[src/rtl/frame_seq.sv]
module frame_seq #(
  parameter int CW  = 16,
  parameter int S4A = 7457,
  parameter int S4B = 14913,
  parameter int S4C = 22372,
  parameter int S4D = 29830,
  parameter int S5A = 7458,
  parameter int S5B = 14913,
  parameter int S5C = 22372,
  parameter int S5D = 29830,
  parameter int S5E = 37282
) (
  input  logic       clk,
  input  logic       rst,
  input  logic       wr_en,
  input  logic [7:0] wr_data,
  input  logic       rd_en,
  input  logic       dmc_irq_i,
  input  logic [4:0] len_nz_i,
  output logic       quarter_o,
  output logic       half_o,
  output logic       irq_o,
  output logic [7:0] status_o
);
  localparam logic [CW-1:0] EARLY4 = CW'(S4D - 2);
  localparam logic [CW-1:0] LATE4  = CW'(S4D - 1);
  localparam logic [CW-1:0] LATE5  = CW'(S5E - 1);

  logic [CW-1:0] cnt_q, nxt, target;
  logic [2:0]    step_q, pend_q;
  logic [1:0]    pval_q;
  logic          mode_q, inh_q, flag_q, arm_q, tog_q;
  logic          hit, last, early4, late4, late5, set_f, apply, flag_d;

  assign nxt = cnt_q + 1'b1;

  always_comb begin
    target = '0;
    if (mode_q) begin
      case (step_q)
        3'd0: target = CW'(S5A);
        3'd1: target = CW'(S5B);
        3'd2: target = CW'(S5C);
        3'd3: target = CW'(S5D);
        3'd4: target = CW'(S5E);
        default: target = '0;
      endcase
    end else begin
      case (step_q)
        3'd0: target = CW'(S4A);
        3'd1: target = CW'(S4B);
        3'd2: target = CW'(S4C);
        3'd3: target = CW'(S4D);
        default: target = '0;
      endcase
    end
  end

  assign hit    = (nxt == target);
  assign last   = mode_q ? (step_q == 3'd4) : (step_q == 3'd3);
  assign early4 = !mode_q && (nxt == EARLY4);
  assign late4  = !mode_q && (nxt == LATE4);
  assign late5  = mode_q && (nxt == LATE5);
  assign set_f  = !inh_q && (early4 || late4 || (hit && last && !mode_q));
  assign apply  = (pend_q == 3'd1) && !wr_en;

  always_comb begin
    flag_d = (flag_q && !rd_en) || set_f;
    if (apply && pval_q[0]) flag_d = 1'b0;
  end

  always_ff @(posedge clk) begin
    if (rst) begin
      cnt_q     <= '0;
      step_q    <= '0;
      pend_q    <= '0;
      pval_q    <= '0;
      mode_q    <= 1'b0;
      inh_q     <= 1'b0;
      flag_q    <= 1'b0;
      arm_q     <= 1'b0;
      tog_q     <= 1'b0;
      quarter_o <= 1'b0;
      half_o    <= 1'b0;
      irq_o     <= 1'b0;
    end else begin
      tog_q     <= ~tog_q;
      quarter_o <= hit && !(mode_q && step_q == 3'd3);
      half_o    <= (hit && step_q == 3'd1) || late4 || late5;
      arm_q     <= late4 && !inh_q;
      flag_q    <= flag_d;
      irq_o     <= flag_d && (irq_o || arm_q);
      if (hit && last) begin
        cnt_q  <= '0;
        step_q <= '0;
      end else begin
        cnt_q <= nxt;
        if (hit) step_q <= step_q + 3'd1;
      end
      if (wr_en) begin
        pend_q <= tog_q ? 3'd2 : 3'd3;
        pval_q <= wr_data[7:6];
      end else if (pend_q != 3'd0) begin
        pend_q <= pend_q - 3'd1;
      end
      if (apply) begin
        mode_q <= pval_q[1];
        inh_q  <= pval_q[0];
        cnt_q  <= '0;
        step_q <= '0;
      end
    end
  end

  assign status_o = {dmc_irq_i, flag_q, 1'b0, len_nz_i};


  line_needs_flag_chk: assert property (@(posedge clk) disable iff (rst)
    irq_o |-> flag_q);


  line_rise_after_arm_chk: assert property (@(posedge clk) disable iff (rst)
    $rose(irq_o) |-> $past(arm_q));


  flag_rise_not_inhibited_chk: assert property (@(posedge clk) disable iff (rst)
    $rose(flag_q) |-> !$past(inh_q));


  flag_rise_four_step_chk: assert property (@(posedge clk) disable iff (rst)
    $rose(flag_q) |-> !$past(mode_q));


  read_clears_chk: assert property (@(posedge clk) disable iff (rst)
    (rd_en && !set_f) |=> !flag_q && !irq_o);


  write_pends_chk: assert property (@(posedge clk) disable iff (rst)
    wr_en |=> (pend_q == 3'd2 || pend_q == 3'd3));


  count_bound_chk: assert property (@(posedge clk) disable iff (rst)
    cnt_q <= CW'(S5E));
endmodule

[config.mk]
export PLATFORM = sky130hd
export DESIGN_NAME = frame_seq
export DESIGN_NICKNAME = d
export VERILOG_FILES = /design/src/rtl/frame_seq.sv
export SDC_FILE = /design/constraint.sdc
export NUM_CORES = 1
export LEC_CHECK = 0
export BUFFER_PORTS_ARGS = -buffer_cell sky130_fd_sc_hd__buf_2
export CORE_ASPECT_RATIO = 1.75
export CORE_MARGIN = 5
export CORE_UTILIZATION = 56
export CTS_BUF_LIST = sky130_fd_sc_hd__clkbuf_4
export CTS_CLUSTER_SIZE = 12
export DETAILED_ROUTE_END_ITERATION = 16
export PLACE_DENSITY = 0.77
export SLEW_MARGIN = 10
export SYNTH_ARGS = -nofsm -noshare
export SYNTH_HDL_FRONTEND = slang
export SYNTH_SLANG_ARGS = --single-unit
export TNS_END_PERCENT = 20
[constraint.sdc]
create_clock -name clk -period 5.25 [get_ports clk]
set_clock_uncertainty 0.2 [all_clocks]
set_input_delay 0 -clock clk [delete_from_list [all_inputs] [get_ports clk]]
set_output_delay 0 -clock clk [all_outputs]
set_load 0.01 [all_outputs]
==> results of run 1 <==
-- layer usage --
metal  track usage (%)  part of all wire [%]  vias to the layer above
li1                  -                     -                     1004
met5                 0                     0                        -
met4             13.15                   6.6                        0
met2             37.59                    52                       52
met1             22.23                    38                      932
met3             3.283                   3.1                       25
-- logic make-up after synthesis --
logic type,after synthesis,share of synthesized area (%)
AND/OR/NAND/NOR,126,30.93
AO/OA/AOI/OAI,40,11.75
buffers and inverters,34,7.650
flip-flops,32,27.98
XOR/XNOR,24,11.04
adder cells (fa/ha/maj),11,6.011
multiplexers,10,4.481
other,1,0.1638
-- state kept, by name (all words and copies together) (netlist names) --
name / count
mode_q: 1
arm_q: 1
inh_q: 1
half_o: 1
flag_q: 1
step_q: 3
cnt_q: 16
pval_q: 2
quarter_o: 1
irq_o: 1
pend_q: 3
tog_q: 1
-- per-stage QoR --
step | utilization [%] | total power, mW | worst slack, ns
finish | 63.53 | 0.4705 | 1.642
global route | 63.53 | 0.4936 | 1.329
CTS | 63.53 | 0.4730 | 1.637
detailed placement | 58.11 | 0.3229 | 1.653
global placement | 58.11 | 0.3202 | 1.733
floorplan | - | 0.3162 | 2.177
-- area by class of cell --
cell class	instances	area share, %
clock inverter	3	0.5550
clock buffer	5	1.514
multi-input combinational	212	59.43
tap	48	2.422
timing repair buffer	26	8.577
sequential	32	25.83
inverter	11	1.665
-- worst paths after layout --
check	startpoint	to	slack, ns	cells past startpoint
setup / recovery	cnt_q[0]$_SDFF_PP0_	irq_o$_SDFF_PP0_	1.64	8
hold / removal	tog_q$_SDFF_PP0_	tog_q$_SDFF_PP0_	0.23	1
setup reg to reg	cnt_q[0]$_SDFF_PP0_	irq_o$_SDFF_PP0_	1.64	8
hold reg to reg	tog_q$_SDFF_PP0_	tog_q$_SDFF_PP0_	0.23	1
-- report_power, final --
group	internal, mW	switching [mW]
Clock	0.0491	0.0912
Sequential	0.250	0.00979
Combinational	0.0337	0.0368
Total	0.333	0.138
-- layout by cell type (no fill, tap or decap), drive strengths merged, types with 5 or more instances in the layout --
cell         instances
nand4                6
nor3b                5
mux2i                8
nor3                20
nand2               20
dlygate4sd3         16
dfxtp               32
inv                 11
a21oi               12
nand3                7
xnor2               13
xor2                 8
clkbuf               5
nor2                29
o21ai                7
buf                 10
ha                  11
nor4                 7
-- worst max-delay path, stage by stage (launching register included) --
cell and delay (ns):
dfxtp_1 0.53, ha_1 0.45, nand4_4 0.18, o41ai_1 0.65
a21oi_1 0.17, a2111oi_1 0.42, nand4b_1 0.25, or4_1 0.54
a21oi_1 0.16
==> flow_results.xml, run 1 <==
<?xml version="1.0" encoding="UTF-8"?>
<metrics>
  <group name="global_routing">
    <metric name="first_global_vias" unit="">1939</metric>
    <metric name="grt_util_all_layers" unit="%">21.05</metric>
    <metric name="grt_first_pass_wirelength" unit="um">8921</metric>
    <metric name="grt_antenna_before_repair" unit="">0</metric>
    <metric name="grt_start_max_net_pins" unit="">17</metric>
    <metric name="overflow" unit="">0</metric>
  </group>
  <group name="finish">
    <metric name="filler_cell_count" unit="">361</metric>
    <metric name="areaGrowthSynthToFinish" unit="%">8.306</metric>
    <metric name="finalNonFillerCells" unit="">337</metric>
    <metric name="regArea" unit="um^2">640.6</metric>
    <metric name="drive_gt1_share" unit="%">9.689</metric>
    <metric name="n_antenna_cell" unit="">0</metric>
    <metric name="fin_area" unit="um^2">2480</metric>
    <metric name="nets" unit="">317</metric>
    <metric name="multi_input_comb_area" unit="um^2">1474</metric>
  </group>
  <group name="yosys">
    <metric name="synth.most_common_cell" unit="">dfxtp_1</metric>
    <metric name="post_synth_inst_count" unit="">278</metric>
    <metric name="synth_common_cells" unit="">32 x dfxtp_1, 29 x nor2_1, 20 x nand2_1, 20 x nor3_1, 13 x xnor2_1</metric>
    <metric name="netlist-cell-type-count" unit="">57</metric>
    <metric name="mappedNetlistArea" unit="um^2">2290</metric>
    <metric name="synth_fp_nets" unit="">307</metric>
    <metric name="synth-seq-area-share" unit="%">27.98</metric>
    <metric name="synthFlopType" unit="">dfxtp_1</metric>
    <metric name="syn_warnings" unit="">0</metric>
    <metric name="synthTopCellsByArea" unit="">dfxtp_1 28%, ha_1 6.0%, xnor2_1 5.0%</metric>
    <metric name="synth_enable_flop_cells" unit="">0</metric>
    <metric name="synth_area_leader_cell" unit="">dfxtp_1</metric>
    <metric name="ys_async_sr_fraction" unit="%">0</metric>
    <metric name="syn_avg_cell_area" unit="um^2">8.236</metric>
    <metric name="yosys.area.top_type_share" unit="%">27.98</metric>
    <metric name="synth-seq-cells" unit="">32</metric>
  </group>
  <group name="cts">
    <metric name="cts_htree_levels" unit="">2</metric>
    <metric name="tritoncts" unit="">built</metric>
    <metric name="cts_num_sinks" unit="">32</metric>
    <metric name="post_cts_buffers" unit="">0</metric>
    <metric name="clock-root-buffer" unit="">clkbuf_4</metric>
    <metric name="cts_hold_buffers" unit="">16</metric>
    <metric name="clk-insertion-delay-late" unit="ns">0.34</metric>
    <metric name="post_cts_resize_count" unit="">0</metric>
    <metric name="number_of_buffers_on_the_longest_clock_path" unit="">2</metric>
    <metric name="path_clk_slew" unit="ns">0.10</metric>
    <metric name="cts-buffers-inserted" unit="">5</metric>
  </group>
  <group name="worst_setup_path">
    <metric name="type_of_origin_of_the_critical_path" unit="">flop</metric>
    <metric name="endpoint_kind" unit="">flop</metric>
    <metric name="timing.critical_path.required" unit="ns">5.33</metric>
    <metric name="critical_path_arrival" unit="ns">3.69</metric>
    <metric name="timing.setup.critical_path_class" unit="">flop to flop</metric>
    <metric name="critical_path_peak_fanout" unit="">10</metric>
  </group>
  <group name="power_and_ir_drop">
    <metric name="power.static_leakage" unit="nW">0.9474</metric>
    <metric name="maximum_resistive_drop_on_vdd" unit="mV">0.1501</metric>
    <metric name="power_density" unit="nW/um^2">189.7</metric>
  </group>
  <group name="die">
    <metric name="floorplan.rows" unit="">30</metric>
    <metric name="die_span_in_x" unit="um">58.34</metric>
    <metric name="coreArea" unit="um^2">3904</metric>
    <metric name="initial_core_util" unit="%">58.65</metric>
    <metric name="overall_die_area" unit="um^2">5518</metric>
    <metric name="io_pins" unit="">29</metric>
    <metric name="die_y" unit="um">94.59</metric>
  </group>
  <group name="sta">
    <metric name="smallest_hold_slack" unit="ns">0.2259</metric>
    <metric name="unrepaired_setup_endpoints_after_global_routing" unit="">false</metric>
    <metric name="drv_slew" unit="">0</metric>
    <metric name="slew-limit-headroom" unit="%">53.67</metric>
    <metric name="fin_setup_tns" unit="ns">0</metric>
    <metric name="finalSetupViolations" unit="">0</metric>
    <metric name="worst-slew-pin-transition" unit="ns">0.6924</metric>
    <metric name="fin_crit" unit="ns">3.608</metric>
    <metric name="finalCritPeriodShare" unit="%">68.73</metric>
    <metric name="hold_violations" unit="">0</metric>
    <metric name="fmax" unit="MHz">277.1</metric>
  </group>
  <group name="drt">
    <metric name="num_vias" unit="">2013</metric>
    <metric name="drc_errors" unit="">0</metric>
    <metric name="drt.antenna.violating_nets" unit="">0</metric>
    <metric name="drt_first_pass_iters" unit="">4</metric>
    <metric name="routed_wl" unit="um">5224</metric>
    <metric name="vias_per_cell" unit="">5.973</metric>
    <metric name="drt-wirelength-per-cell" unit="um">15.50</metric>
    <metric name="drt_first_iter_violations" unit="">100</metric>
  </group>
  <group name="worst_hold_path">
    <metric name="worst_hold_path_type" unit="">flop to flop</metric>
  </group>
  <group name="placed_design">
    <metric name="place.detailed.hpwl" unit="um">3768</metric>
    <metric name="dp_cells" unit="">313</metric>
    <metric name="finalWeightedCongestion" unit="">0.9259</metric>
    <metric name="placed_inst_area" unit="um^2">2268</metric>
    <metric name="port-buffer-count" unit="">9</metric>
  </group>
  <group name="status">
    <metric name="run_status" unit="">completed</metric>
  </group>
  <group name="job">
    <metric name="drv_cap" unit="">0</metric>
  </group>
</metrics>
Note: power is estimated with default switching activity, not from simulation.
==> run 2: changes to the inputs <==
--- a/config.mk
+++ b/config.mk
@@ -8,11 +8,11 @@
 export BUFFER_PORTS_ARGS = -buffer_cell sky130_fd_sc_hd__buf_2
 export CORE_ASPECT_RATIO = 1.75
 export CORE_MARGIN = 5
-export CORE_UTILIZATION = 56
+export CORE_UTILIZATION = 54
 export CTS_BUF_LIST = sky130_fd_sc_hd__clkbuf_4
 export CTS_CLUSTER_SIZE = 12
 export DETAILED_ROUTE_END_ITERATION = 16
-export PLACE_DENSITY = 0.77
+export PLACE_DENSITY = 0.78
 export SLEW_MARGIN = 10
 export SYNTH_ARGS = -nofsm -noshare
 export SYNTH_HDL_FRONTEND = slang
==> constraint.sdc (replaced) <==
create_clock -name clk -period 3 [get_ports clk]
set_clock_uncertainty 0.2 [all_clocks]
set_input_delay 0 -clock clk [delete_from_list [all_inputs] [get_ports clk]]
set_output_delay 0 -clock clk [all_outputs]
set_load 0.01 [all_outputs]
==> run 2 against run 1 <==
Effect of this change: the flow now finishes with violations (setup timing); first-iteration DRC count rose by 32%; sequential share of layout area fell by 4.4 points; combinational power rose by 130%; worst setup slack got worse by 1.7 ns; register-to-register slack got worse by 1.7 ns; global-route usage rose by 4.5 points; wire length rose by 45%; die area rose by 3.2%.
==> flow_results.xml, run 2 (synthesized netlist as in run 1, its figures left out) <==
<?xml version="1.0" encoding="UTF-8"?>
<metrics>
  <group name="placed_design">
    <metric name="dp_worst_setup_slack" unit="ns">-0.0008453</metric>
    <metric name="place.detailed.hpwl" unit="um">4866</metric>
    <metric name="port-buffer-count" unit="">9</metric>
    <metric name="finalWeightedCongestion" unit="">0.9744</metric>
  </group>
  <group name="worst_setup_path">
    <metric name="path_buf_inv" unit="">1</metric>
    <metric name="critical_path_arrival" unit="ns">3.15</metric>
    <metric name="worstPathCellList" unit="">buf_4 &gt; ha_1 &gt; nor2_1 &gt; o21a_1 &gt; a32o_1 &gt; o21ai_0 &gt; nand4b_1 &gt; or4_4 &gt; a21oi_2</metric>
    <metric name="cp_slowest_stage_delay" unit="ns">0.62</metric>
    <metric name="endpoint_kind" unit="">flop</metric>
    <metric name="critical_path_peak_fanout" unit="">7</metric>
    <metric name="timing.setup.critical_path_class" unit="">flop to flop</metric>
    <metric name="type_of_origin_of_the_critical_path" unit="">flop</metric>
    <metric name="slowest_stage" unit="">or4_4</metric>
    <metric name="path_delay_family" unit="">simple AND/OR/NAND/NOR gates</metric>
    <metric name="timing.critical_path.required" unit="ns">3.11</metric>
  </group>
  <group name="power_and_ir_drop">
    <metric name="power.static_leakage" unit="nW">1.256</metric>
    <metric name="maximum_resistive_drop_on_vdd" unit="mV">0.3233</metric>
    <metric name="power_density" unit="nW/um^2">308.4</metric>
  </group>
  <group name="sta">
    <metric name="hold_violations" unit="">0</metric>
    <metric name="finalCritPeriodShare" unit="%">101.2</metric>
    <metric name="worst-slew-pin-transition" unit="ns">0.8035</metric>
    <metric name="finalSetupViolations" unit="">4</metric>
    <metric name="fin_crit" unit="ns">3.035</metric>
    <metric name="fmax" unit="MHz">329.5</metric>
    <metric name="fin_setup_tns" unit="ns">-0.03827</metric>
    <metric name="slew-limit-headroom" unit="%">46.23</metric>
    <metric name="final_critical_path_setup_slack" unit="ns">-0.03450</metric>
    <metric name="drv_slew" unit="">0</metric>
  </group>
  <group name="cts">
    <metric name="tritoncts" unit="">built</metric>
    <metric name="clk-insertion-delay-late" unit="ns">0.36</metric>
    <metric name="cts_num_sinks" unit="">32</metric>
    <metric name="cts_htree_levels" unit="">2</metric>
    <metric name="cts-buffers-inserted" unit="">5</metric>
    <metric name="path_clk_slew" unit="ns">0.13</metric>
    <metric name="clock-root-buffer" unit="">clkbuf_4</metric>
    <metric name="number_of_buffers_on_the_longest_clock_path" unit="">2</metric>
  </group>
  <group name="finish">
    <metric name="number_of_flip_flops_under_the_largest_register_name" unit="">16</metric>
    <metric name="top_regs" unit="">cnt_q: 16 flops, pend_q: 3 flops, step_q: 3 flops</metric>
    <metric name="filler_cell_count" unit="">274</metric>
    <metric name="n_antenna_cell" unit="">0</metric>
    <metric name="final_cell_mix" unit="">46 x buf_4, 28 x nor2_1, 21 x dfxtp_1, 20 x nor3_1, 20 x nand2_1</metric>
    <metric name="nets" unit="">364</metric>
    <metric name="largest_register_by_flop_count" unit="">cnt_q</metric>
    <metric name="areaGrowthSynthToFinish" unit="%">35.30</metric>
    <metric name="drive_gt1_share" unit="%">33.33</metric>
    <metric name="layout.cells.most_common" unit="">buf_4</metric>
  </group>
  <group name="drt">
    <metric name="vias_per_cell" unit="">6.270</metric>
    <metric name="drt-wirelength-per-cell" unit="um">19.64</metric>
    <metric name="drt_first_iter_violations" unit="">132</metric>
    <metric name="num_vias" unit="">2414</metric>
    <metric name="drc_errors" unit="">0</metric>
    <metric name="drt.antenna.violating_nets" unit="">0</metric>
    <metric name="drt_first_pass_iters" unit="">4</metric>
    <metric name="routed_wl" unit="um">7563</metric>
  </group>
  <group name="die">
    <metric name="floorplan.rows" unit="">31</metric>
    <metric name="die_y" unit="um">96.14</metric>
    <metric name="io_pins" unit="">29</metric>
    <metric name="die_span_in_x" unit="um">59.23</metric>
    <metric name="initial_core_util" unit="%">55.69</metric>
    <metric name="overall_die_area" unit="um^2">5694</metric>
    <metric name="coreArea" unit="um^2">4111</metric>
  </group>
  <group name="global_routing">
    <metric name="use_met1" unit="%">23.53</metric>
    <metric name="grt_util_all_layers" unit="%">25.60</metric>
    <metric name="first_global_vias" unit="">2357</metric>
    <metric name="grt_start_max_net_pins" unit="">17</metric>
    <metric name="gr-usage-met3" unit="%">4.832</metric>
    <metric name="grt_first_pass_wirelength" unit="um">10900</metric>
    <metric name="overflow" unit="">0</metric>
    <metric name="grt_antenna_before_repair" unit="">0</metric>
    <metric name="grt_met2_use" unit="%">45.71</metric>
    <metric name="grt.busiest_layer" unit="">met2</metric>
  </group>
  <group name="job">
    <metric name="drv_cap" unit="">0</metric>
  </group>
  <group name="worst_hold_path">
    <metric name="worst_hold_path_type" unit="">flop to flop</metric>
  </group>
  <group name="status">
    <metric name="run_status" unit="">finished with violations</metric>
    <metric name="failed_checks" unit="">setup timing</metric>
  </group>
</metrics>
[run 2: changes by cell type in the layout (fill, tap and decap cells not counted), sizes merged]
cell,previous run,this run
clkinvlp,0,1
buf,10,57
clkinv,3,1
bufinv,0,1
[run 2: cell type report]
cell class	instances	area (um^2)	area share (%)
Clock buffer	5	37.54	1.212
Clock inverter	3	42.54	1.373
Inverter	11	43.79	1.414
Multi-Input combinational cell	212	1675	54.08
Sequential cell	32	664.4	21.45
Tap cell	49	61.31	1.979
Timing Repair Buffer	73	573.1	18.50
[run 2: where the power goes]
part           switching [mW]  total (mW)  internal [mW]
clock network           0.176       0.349          0.174
registers              0.0114       0.446          0.435
logic                  0.0886       0.160         0.0713
[run 2: path summary, 6_finish.rpt]
kind,endpoint,depth (start not counted),start,slack (ns)
max,irq_o$_SDFF_PP0_,9,step_q[1]$_SDFFE_PP0N_,-0.03
max reg2reg,irq_o$_SDFF_PP0_,9,step_q[1]$_SDFFE_PP0N_,-0.03
min reg2reg,tog_q$_SDFF_PP0_,1,tog_q$_SDFF_PP0_,0.22
min,tog_q$_SDFF_PP0_,1,tog_q$_SDFF_PP0_,0.22
[run 2: what timing repair did]
item                                    in CTS  in global routing
hold endpoints to repair                    19                  0
endpoints found under the setup margin       2                 21
gates resized for setup                      4                 61
hold buffers                                16                  0
setup buffers                                0                  5
gates cloned                                 0                  1
pin swaps                                    2                 10
[run 2: per-stage QoR]
stage          utilization (%)  hold WS [ns]  power, mW  instances  cell area (um^2)
2_1_floorplan                -       -0.1082     0.5533        278              2296
3_3_place_gp             62.84       -0.1999     0.5757        355              2584
3_5_place_dp             62.84       -0.1999     0.5823        355              2584
4_1_cts                  68.90        0.2168     0.9401        379              2833
5_1_grt                  75.35        0.2264     0.9879        385              3098
6_report                 75.35        0.2157     0.9555        385              3098
[run 2: metal layers]
layer	wire length [um]	vias to the layer above	share of wire [%]
li1	-	1088	-
met4	677	0	9.0
met1	2462	1120	33
met2	3952	144	52
met5	0	-	0
met3	470	62	6.2
[run 2: worst reg2reg max path, stage by stage, from the launching register on]
cell,delay (ns)
dfxtp_4,0.39
buf_4,0.18
ha_1,0.26
nor2_1,0.09
o21a_1,0.22
a32o_1,0.21
o21ai_0,0.36
nand4b_1,0.31
or4_4,0.62
a21oi_2,0.15
